===== config.mk =====
export PLATFORM = sky130hd
export DESIGN_NAME = banked_irq_ctrl
export DESIGN_NICKNAME = d
export VERILOG_FILES = /design/src/rtl/banked_irq_ctrl.sv
export SDC_FILE = /design/constraint.sdc
export NUM_CORES = 1
export LEC_CHECK = 0
export BUFFER_PORTS_ARGS = -buffer_cell sky130_fd_sc_hd__buf_2
export CORE_AREA = 2 2 180 182
export DETAILED_ROUTE_END_ITERATION = 7
export DIE_AREA = 0 0 182 184
export SYNTH_ARGS = -nofsm -noshare
export SYNTH_HDL_FRONTEND = slang
export SYNTH_SLANG_ARGS = --single-unit

===== constraint.sdc =====
create_clock -name clk -period 2.54 [get_ports clk]
set_clock_uncertainty 0.2 [all_clocks]
set_input_delay 0.254 -clock clk [delete_from_list [all_inputs] [get_ports clk]]
set_output_delay 0.254 -clock clk [all_outputs]
set_load 0.03 [all_outputs]

===== src/rtl/banked_irq_ctrl.sv =====
module banked_irq_ctrl #(
  parameter int NBANK = 3,
  parameter int RST_CYCLES = 6,
  parameter logic [7:0] REVISION = 8'h21,
  parameter int AW = 8,
  localparam int N = NBANK * 32,
  localparam int ID_W = $clog2(N)
) (
  input  logic            clk,
  input  logic            rst_n,
  input  logic [N-1:0]    irq_lines,
  input  logic [AW-1:0]   bus_addr,
  input  logic            bus_wr,
  input  logic [31:0]     bus_wdata,
  output logic [31:0]     bus_rdata,
  output logic            irq_out,
  output logic [ID_W-1:0] active_id
);

  localparam int W_REV    = 0;
  localparam int W_CFG    = 4;
  localparam int W_STAT   = 5;
  localparam int W_ACT    = 16;
  localparam int W_CTRL   = 18;
  localparam int W_MCLR0  = 34;
  localparam int W_MSET0  = 35;
  localparam int W_PEND0  = 38;
  localparam int W_STRIDE = 8;
  localparam int CW = $clog2(RST_CYCLES + 1);

  logic [N-1:0]    mask;
  logic [N-1:0]    pend;
  logic [CW-1:0]   cnt;
  logic            busy, srst_go, ack, any;
  logic [ID_W-1:0] first_id;

  assign pend    = irq_lines & ~mask;
  assign any     = |pend;
  assign busy    = cnt != '0;
  assign srst_go = bus_wr && bus_addr == AW'(W_CFG) && bus_wdata[1];
  assign ack     = bus_wr && bus_addr == AW'(W_CTRL) && bus_wdata[0];

  always_comb begin
    first_id = '0;
    for (int i = N - 1; i >= 0; i--)
      if (pend[i]) first_id = ID_W'(i);
  end

  always_ff @(posedge clk or negedge rst_n) begin
    if (!rst_n) cnt <= '0;
    else if (srst_go) cnt <= CW'(RST_CYCLES);
    else if (busy) cnt <= cnt - 1'b1;
  end

  always_ff @(posedge clk or negedge rst_n) begin
    if (!rst_n) mask <= '1;
    else if (srst_go || busy) mask <= '1;
    else if (bus_wr)
      for (int b = 0; b < NBANK; b++) begin
        if (bus_addr == AW'(W_MSET0 + b * W_STRIDE))
          mask[b*32 +: 32] <= mask[b*32 +: 32] | bus_wdata;
        if (bus_addr == AW'(W_MCLR0 + b * W_STRIDE))
          mask[b*32 +: 32] <= mask[b*32 +: 32] & ~bus_wdata;
      end
  end

  always_ff @(posedge clk or negedge rst_n) begin
    if (!rst_n) begin
      irq_out   <= 1'b0;
      active_id <= '0;
    end else if (srst_go || busy) begin
      irq_out   <= 1'b0;
      active_id <= '0;
    end else if (irq_out) begin
      if (ack) irq_out <= 1'b0;
    end else if (any) begin
      irq_out   <= 1'b1;
      active_id <= first_id;
    end
  end

  always_comb begin
    bus_rdata = '0;
    if (bus_addr == AW'(W_REV))  bus_rdata = {24'd0, REVISION};
    if (bus_addr == AW'(W_CFG))  bus_rdata = {30'd0, busy, 1'b0};
    if (bus_addr == AW'(W_STAT)) bus_rdata = {31'd0, !busy};
    if (bus_addr == AW'(W_ACT))  bus_rdata = 32'(active_id);
    for (int b = 0; b < NBANK; b++) begin
      if (bus_addr == AW'(W_MCLR0 + b * W_STRIDE) || bus_addr == AW'(W_MSET0 + b * W_STRIDE))
        bus_rdata = mask[b*32 +: 32];
      if (bus_addr == AW'(W_PEND0 + b * W_STRIDE))
        bus_rdata = pend[b*32 +: 32];
    end
  end

  a_r6_take: assert property (@(posedge clk) disable iff (!rst_n)
    (!irq_out && any && !busy && !srst_go) |=> irq_out);
  a_r6_lowest: assert property (@(posedge clk) disable iff (!rst_n)
    (!irq_out && any && !busy && !srst_go) |=> active_id == $past(first_id));
  a_r7_hold: assert property (@(posedge clk) disable iff (!rst_n)
    (irq_out && !ack && !srst_go) |=> (irq_out && $stable(active_id)));
  a_r8_ack_drop: assert property (@(posedge clk) disable iff (!rst_n)
    (irq_out && ack) |=> !irq_out);
  a_r9_quiet: assert property (@(posedge clk) disable iff (!rst_n)
    busy |-> (!irq_out && &mask));
  a_r9_count_range: assert property (@(posedge clk) disable iff (!rst_n)
    cnt <= CW'(RST_CYCLES));

endmodule


==> impl_metrics.tcl, run 1 <==
set metrics [dict create \
    status "finished, final reports clean" \
    nets 1414 \
    synth_enable_flop_cells 0 \
    ys_ff_latch 107 \
    fmax_ghz 0.396 \
    numCtsBuffers 9 \
    r2r-start "mask[61]" \
    core_mm2 0.0314 \
    arrival_ps 2580 \
    wirelength_um 37500 \
    final_cell_mix "buf_4 (166), nand2_1 (156), buf_2 (151), dfstp_2 (96), a221o_1 (93)" \
    gp_congestion 0.964 \
    min_period_over_period_pct 99.3 \
    holdWs_ps 10.9 \
    yosys_warnings 0 \
    cp-start-kind "register" \
    antenna_found_initial 0 \
    drcViolationCount 0 \
    syn_area_mm2 0.00782 \
    synth_nets 1082 \
    drt-initial-drc-count 1055 \
    grt_pass1_vias 9215 \
    irDropWorstVdd_uv 403 \
    grt_use_total_pct 21.9 \
    yosysSeqAreaShare_pct 35.8 \
    pin_count 179 \
    via_per_inst 5.55 \
    path_clk_slew_ps 80 \
    insertion_delay_ps 370 \
    first_pass_iters 6 \
    hold_violations 0 \
    cts_max_path_buffers 2 \
    worst_pin_slew_ps 661 \
    relSlewSlack_pct 55.9 \
    slew_violations 0 \
    grt_max_degree 108 \
    avgSynthCellArea_um2 8.31 \
    n_antenna_cell 0 \
    final_area_mm2 0.0115 \
    async_flop_share_pct 100 \
    multi_input_area_mm2 0.00499 \
    gr-total-overflow 0 \
    dieArea_mm2 0.0335 \
    critPathKind "reg2reg" \
    cts.sinks 107 \
    worst-path-max-fanout 2 \
    drive_above_1_share_pct 42.0 \
    power_mw 9.06 \
    dieWidth_um 182 \
    syn2layout_area_growth_pct 46.6 \
    place_area_mm2 0.0104 \
    ys_types 68 \
    power_density_mw_per_mm2 790 \
    htreeDepth 3 \
    holdCritStartpoint "bus_wdata[10]" \
    cts-root-buf "clkbuf_16" \
    p_leak_nw 5.05 \
    fillers 3300 \
    setup_viol 0 \
    max-cap-violations 0 \
    numPortBuffers 178 \
    rows 65 \
    num_vias 9330 \
    hold_depth 2 \
    ys.flop_type "dfstp_2" \
    cp_data_required_time_ps 2600 \
    die_h_um 184 \
    final_common_cell "buf_4" \
    initial_core_util_pct 24.9 \
    endpoint_kind "register" \
    ff2ff_setup_slack_ps 20 \
    rsz0062_at_grt "true" \
    seqCellArea_mm2 0.00280 \
    dpl.hpwl_um 28600 \
    hold_path.class "in2reg" \
    cts_tree "yes" \
    reg2regPathDepth 9 \
    syn_inst 941 \
    grt_pass1_wl_um 55100 \
    synth_top_cell_area_share_pct 32.3 \
    rr_endpoint "active_id[2]" \
    synthTopCellsByArea "dfstp_2 (32%), a221o_1 (12%), nand2_1 (7.6%)" \
    holdPathEnd "mask[74]" \
    final_antenna_net_count 0 \
    wire_per_inst_um 22.3 \
    period_minus_slack_ps 2520 \
    fin_tns_setup_ps 0 \
    synth_top_area_cell "dfstp_2" \
]
## synth_stat cells (3+ instances only)
cell / instances
nor2_1: 82
nor3_1: 10
nor2b_1: 46
buf_2: 10
a221oi_1: 11
o2111ai_1: 4
clkbuf_1: 26
buf_4: 9
nand3_1: 19
nand2_1: 159
and3_1: 4
a211oi_1: 6
o21a_1: 3
dfrtp_1: 11
o22ai_1: 10
buf_8: 3
nor3_2: 3
dfstp_2: 96
a21o_1: 5
a22oi_1: 10
a21oi_1: 75
inv_1: 14
a221o_1: 93
nand2b_1: 80
nand4_1: 13
a222oi_1: 7
o21ai_0: 31
or2_1: 3
a2111oi_0: 3
o211ai_1: 19
nor4_1: 10
a31oi_1: 16
## layout make-up
class / instances / area share [%]
timing repair buffer: 373 / 24.6
tap: 402 / 4.39
clock inverter: 4 / 0.273
multi-input combinational: 768 / 43.6
sequential: 107 / 24.4
inverter: 14 / 0.459
clock buffer: 12 / 2.33
## state kept, by name (all words and copies together) (netlist names)
name / cells
mask: 96
active_id: 7
cnt: 3
irq_out: 1
## layer usage
layer	global-route usage, %	part of all wire (%)	up-vias
met1	29.9	43	4508
li1	-	-	4213
met3	4.50	9.1	82
met2	33.9	45	527
met5	0	0	-
met4	8.19	3.2	0
## per-stage QoR
stage | utilization [%] | std cells | setup slack [ps]
global route | 36.5 | 1680 | -88.5
finish | 36.5 | 1680 | 17.0
global placement | 33.2 | 1635 | -155
CTS | 35.1 | 1670 | -0.261
floorplan | - | 941 | 1.65
detailed placement | 33.2 | 1635 | -168
## how the worst max path moves through the flow
stage | startpoint | cells after the start | end
floorplan | bus_addr[7] | 7 | bus_rdata[18]
global placement | bus_addr[7] | 10 | bus_rdata[8]
detailed placement | bus_addr[7] | 9 | bus_rdata[8]
CTS | cnt[1] | 10 | bus_rdata[0]
global route | bus_addr[6] | 13 | bus_rdata[21]
finish | mask[61] | 9 | active_id[2]
## kinds of logic after synthesis
group	after synthesis	synth area share, %
buffers and inverters	66	4.39
multiplexers	2	0.256
flip-flops	107	35.8
AND/OR/NAND/NOR	448	28.5
adder cells (fa/ha/maj)	2	0.320
AO/OA/AOI/OAI	316	30.7
## repair_timing
action / in CTS / in global routing
buffers inserted: 2 / 7
endpoints found under the hold margin: 43 / 0
endpoints found under the setup margin: 37 / 39
gates resized for setup: 40 / 84
gates cloned: 0 / 3
pin swaps: 7 / 41
hold buffers: 17 / 0
## power breakdown
part           switching, mW  internal (mW)  total, mW
logic                   2.87           2.25       5.12
registers              0.281           2.16       2.44
clock network          0.734          0.756       1.49
total                   3.88           5.17       9.06
## worst max-delay path, stage by stage, from the launching register on
cell and delay, ps:
dfstp_2 550, nor2b_2 50, or4_4 560, buf_6 140, o21bai_4 160, a21oi_2 150
o21ai_1 90, a31oi_1 200, o21ai_1 100, a32o_1 220
No activity file was read; power rests on OpenSTA's default activity.
==> run 2: changes to the inputs <==
--- a/config.mk
+++ b/config.mk
@@ -6,9 +6,9 @@
 export NUM_CORES = 1
 export LEC_CHECK = 0
 export BUFFER_PORTS_ARGS = -buffer_cell sky130_fd_sc_hd__buf_2
-export CORE_AREA = 2 2 180 182
+export CORE_AREA = 2 2 143 145
 export DETAILED_ROUTE_END_ITERATION = 7
-export DIE_AREA = 0 0 182 184
+export DIE_AREA = 0 0 145 147
 export SYNTH_ARGS = -nofsm -noshare
 export SYNTH_HDL_FRONTEND = slang
 export SYNTH_SLANG_ARGS = --single-unit
==> impl_metrics.tcl, run 2 (same netlist as run 1, synthesis figures left out) <==
set metrics [dict create \
    path_clk_slew_ps 80 \
    antenna_found_initial 0 \
    final_common_cell "buf_2" \
    syn2layout_area_growth_pct 37.9 \
    drt-initial-drc-count 955 \
    rsz0062_at_grt "true" \
    first_pass_iters 6 \
    grt_use_total_pct 30.9 \
    n_antenna_cell 0 \
    irDropWorstVdd_uv 531 \
    holdWs_ps 5.75 \
    place_inst 1479 \
    wirelength_um 33200 \
    dieArea_mm2 0.0213 \
    regMostFlops "mask" \
    pin_count 179 \
    htreeDepth 3 \
    wire_per_inst_um 22.0 \
    cts.sinks 107 \
    fmax_ghz 0.401 \
    insertion_delay_ps 360 \
    grt_max_degree 64 \
    dieWidth_um 145 \
    cts_max_path_buffers 2 \
    drive_above_1_share_pct 39.6 \
    fillers 1904 \
    fin_cells 1514 \
    drcViolationCount 0 \
    p_leak_nw 4.83 \
    critPathSlowestCell "or3b_4" \
    period_minus_slack_ps 2490 \
    numPortBuffers 178 \
    crit_buf_inv 5 \
    cp-start-kind "input port" \
    place_area_mm2 0.0100 \
    dpl.hpwl_um 25400 \
    numCtsBuffers 9 \
    arrival_ps 2040 \
    grt_pass1_vias 8858 \
    final_cell_mix "buf_2 (166), nand2_1 (157), buf_4 (134), dfstp_2 (96), a221o_1 (93)" \
    rr_endpoint "active_id[4]" \
    relSlewSlack_pct 60.2 \
    num_vias 9085 \
    max_stage_delay_ps 390 \
    hold_path.class "in2reg" \
    power_mw 8.66 \
    min_period_over_period_pct 98.1 \
    die_h_um 147 \
    critPathKind "in2out" \
    grt_pass1_wl_um 51300 \
    max-cap-violations 0 \
    r2r-start "mask[33]" \
    cp_data_required_time_ps 2090 \
    gr-total-overflow 0 \
    nets 1380 \
    status "finished, final reports clean" \
    cpMostUsedCell "buf_6" \
    reg2regPathDepth 10 \
    cts-root-buf "clkbuf_16" \
    seqCellArea_mm2 0.00280 \
    final_area_mm2 0.0108 \
    cts_tree "yes" \
    endpoint_kind "output pin" \
    holdPathEnd "mask[26]" \
    hold_depth 2 \
    gp_congestion 0.979 \
    holdCritStartpoint "bus_wdata[26]" \
    multi_input_area_mm2 0.00492 \
    worst-path-max-fanout 6 \
    slew_violations 0 \
    rows 52 \
    power_density_mw_per_mm2 804 \
    ff2ff_setup_slack_ps 80 \
    final_antenna_net_count 0 \
    critPathTopFamily "buffers and inverters" \
    largest_reg_flops 96 \
    via_per_inst 6.00 \
    crit_chain "buf_2, nor2_2, nand3_2, or3b_4, buf_6, nor2_4, buf_8, buf_6, a221oi_1, a31oi_1, buf_4" \
    largestRegisters "mask: 96 flops, active_id: 7 flops, cnt: 3 flops" \
    initial_core_util_pct 39.4 \
    worst_pin_slew_ps 596 \
    core_mm2 0.0198 \
    hold_violations 0 \
    setup_viol 0 \
    fin_tns_setup_ps 0 \
]
[run 2: cell count changes in the layout (fill, tap and decap cells not counted), sizes merged]
cell         change
buf             -28
clkbuf           -5
clkinv           +1
clkinvlp         +1
dlygate4sd3      -3
[run 2: layout make-up]
cell class                      instances  share of cell area, %
Clock inverter                          6                  0.441
Timing Repair Buffer                  339                   22.2
Multi-Input combinational cell        768                   45.7
Tap cell                              270                   3.13
Inverter                               14                  0.488
Clock buffer                           10                   2.12
Sequential cell                       107                   26.0
[run 2: per-layer routing]
metal  routed length (um)  track usage, %  vias up  share of wire, %
met1                14300            42.8     4389                43
li1                     -               -     4143                 -
met2                15500            50.8      494                47
met4                  664            7.57        0               2.0
met5                    0               0        -                 0
met3                 2740            5.00       59               8.2
[run 2: report_power, final]
group	internal [mW]	total [mW]	leakage, nW	switching, mW
clock	0.677	1.40	0.133	0.721
combinational	2.06	4.82	3.54	2.76
sequential	2.16	2.44	1.16	0.278
[run 2: per-stage QoR]
step           setup WS, ps  utilization [%]
3_3_place_gp           -105             50.5
6_report               47.4             54.3
3_5_place_dp           -143             50.5
5_1_grt               -31.2             54.3
4_1_cts               -52.0             53.2
2_1_floorplan          1.65                -
[run 2: timing repair]
| item | 4_1_cts | 5_1_grt |
|---|---|---|
| pin swaps | 8 | 23 |
| endpoints found under the setup margin | 21 | 37 |
| hold buffers | 14 | 0 |
| gates cloned | 0 | 0 |
| endpoints found under the hold margin | 29 | 0 |
| resized for setup | 29 | 58 |
| setup buffers | 0 | 5 |
[run 2: how the worst max path moves through the flow]
| stage | slack [ps] | startpoint | depth (start not counted) | endpoint |
|---|---|---|---|---|
| 2_1_floorplan | 2 | bus_addr[7] | 7 | bus_rdata[18] |
| 3_3_place_gp | -110 | bus_addr[7] | 10 | bus_rdata[8] |
| 3_5_place_dp | -140 | bus_addr[7] | 12 | mask[59] |
| 4_1_cts | -50 | cnt[0] | 10 | bus_rdata[0] |
| 5_1_grt | -30 | cnt[0] | 10 | bus_rdata[0] |
| 6_report | 50 | bus_addr[7] | 11 | bus_rdata[8] |
==> run 3: changes to the inputs <==
--- a/config.mk
+++ b/config.mk
@@ -7,6 +7,7 @@
 export LEC_CHECK = 0
 export BUFFER_PORTS_ARGS = -buffer_cell sky130_fd_sc_hd__buf_2
 export CORE_AREA = 2 2 143 145
+export CTS_BUF_LIST = sky130_fd_sc_hd__clkbuf_4 sky130_fd_sc_hd__clkbuf_8
 export DETAILED_ROUTE_END_ITERATION = 7
 export DIE_AREA = 0 0 145 147
 export SYNTH_ARGS = -nofsm -noshare
==> impl_metrics.tcl, run 3 (same netlist as run 1, synthesis figures left out) <==
set metrics [dict create \
    status "finished with violations" \
    violations "design-rule violations" \
    gp_congestion 0.979 \
    cts.sinks 107 \
    cpMostUsedCell "buf_6" \
    grt_use_total_pct 31.2 \
    holdCritStartpoint "bus_wdata[1]" \
    core_mm2 0.0198 \
    initial_core_util_pct 39.4 \
    rr_endpoint "active_id[4]" \
    final_common_cell "buf_2" \
    n_antenna_cell 0 \
    worst_pin_slew_ps 592 \
    worst-path-max-fanout 6 \
    reg2regPathDepth 10 \
    grt_max_degree 64 \
    critPathKind "in2out" \
    slew_violations 0 \
    largest_reg_flops 96 \
    htreeDepth 3 \
    critPathSlowestCell "or3b_4" \
    fin_cells 1539 \
    dpl.hpwl_um 25400 \
    numPortBuffers 178 \
    antenna_found_initial 0 \
    cp-startpoint "bus_addr[6]" \
    num_vias 9254 \
    grt_pass1_vias 8955 \
    p_leak_nw 4.90 \
    cp_data_required_time_ps 2090 \
    holdWs_ps 20.9 \
    setup_viol 0 \
    numCtsBuffers 9 \
    first_pass_iters 8 \
    r2r-start "mask[33]" \
    ff2ff_setup_slack_ps 100 \
    max_stage_delay_ps 390 \
    relSlewSlack_pct 60.5 \
    final_cell_mix "buf_2 (164), nand2_1 (156), buf_4 (139), dfstp_2 (96), a221o_1 (93)" \
    worst_slack_ps 10.7 \
    cp-start-kind "input port" \
    place_inst 1479 \
    cts-root-buf "clkbuf_8" \
    pin_count 179 \
    critPathTopFamily "simple AND/OR/NAND/NOR gates" \
    irDropWorstVdd_uv 571 \
    drt-initial-drc-count 906 \
    rsz0062_at_grt "true" \
    drcViolationCount 4 \
    gr-total-overflow 0 \
    endpoint_kind "output pin" \
    final_antenna_net_count 0 \
    hold_path.class "in2reg" \
    crit_path_end "bus_rdata[8]" \
    max-cap-violations 0 \
    dieWidth_um 145 \
    hold_violations 0 \
    insertion_delay_ps 410 \
    drive_above_1_share_pct 39.6 \
    min_period_over_period_pct 99.6 \
    final_util_pct 55.1 \
    nets 1405 \
    wirelength_um 33700 \
    preCtsSetupSlack_ps -143 \
    fin_tns_setup_ps 0 \
    via_per_inst 6.01 \
    regMostFlops "mask" \
    fmax_ghz 0.395 \
    rows 52 \
    cp.depth 11 \
    grt_pass1_wl_um 51800 \
    dieArea_mm2 0.0213 \
    path_clk_slew_ps 110 \
    crit_chain "buf_6, nor2_4, nand3_2, or3b_4, buf_6, nor2_4, buf_8, buf_6, a221oi_1, a31oi_1, buf_4" \
    cts_tree "yes" \
    largestRegisters "mask: 96 flops, active_id: 7 flops, cnt: 3 flops" \
    arrival_ps 2080 \
    cts_max_path_buffers 2 \
    period_minus_slack_ps 2530 \
    syn2layout_area_growth_pct 39.9 \
    power_density_mw_per_mm2 771 \
    wire_per_inst_um 21.9 \
    crit_buf_inv 5 \
    die_h_um 147 \
]
run 3: changes by cell type in the layout (fill, tap and decap cells not counted), sizes merged:
cell and change:
buf +5, dlygate4sd3 +17, clkbuf +3
run 3: worst min-delay path by stage:
stage | slack [ps] | endpoint | cells after the start
detailed placement | 100 | cnt[2] | 1
global route | 20 | mask[64] | 2
floorplan | -240 | active_id[0] | 0
global placement | 100 | cnt[2] | 1
CTS | 3 | mask[33] | 2
finish | 20 | mask[33] | 2
run 3: metal layers:
layer | part of all wire, % | wire length [um] | up-vias | global-route usage, %
li1 | - | - | 4184 | -
met1 | 43 | 14400 | 4506 | 42.6
met2 | 47 | 15800 | 509 | 51.5
met3 | 8.4 | 2850 | 55 | 5.22
met4 | 1.8 | 611 | 0 | 8.07
met5 | 0 | 0 | - | 0
run 3: layout make-up:
type | count | area [um2]
Inverter | 14 | 52.6
Sequential cell | 107 | 2800
Clock inverter | 6 | 47.5
Timing Repair Buffer | 364 | 2640
Tap cell | 270 | 338
Fill cell | 1907 | 8910
Clock buffer | 10 | 131
Multi-Input combinational cell | 768 | 4930
run 3: per-stage QoR:
stage / power (mW) / instance area (um2)
floorplan: 5.00 / 7850
global placement: 6.83 / 10000
detailed placement: 6.86 / 10000
CTS: 8.14 / 10600
global route: 8.93 / 10900
finish: 8.43 / 10900
run 3: timing repair:
action	4_1_cts	5_1_grt
setup endpoints to repair	25	39
pin swaps	10	24
resized for setup	27	66
endpoints found under the hold margin	92	0
hold buffers	31	0
buffers inserted	3	10
gates cloned	0	0
run 3: worst register-to-register path, stage by stage, from the launching register on:
cell and delay, ps:
dfstp_2 580, nor2b_1 80, or4_4 520, nor2_2 150
nand3_2 130, nor3_4 210, buf_4 130, buf_4 90
a21oi_1 50, nand4_1 110, a21oi_1 70
run 3: power breakdown:
| group | switching (mW) | total (mW) | internal (mW) |
|---|---|---|---|
| clock network | 0.680 | 1.06 | 0.378 |
| registers | 0.279 | 2.44 | 2.16 |
| logic | 2.79 | 4.93 | 2.13 |
| total | 3.75 | 8.43 | 4.68 |
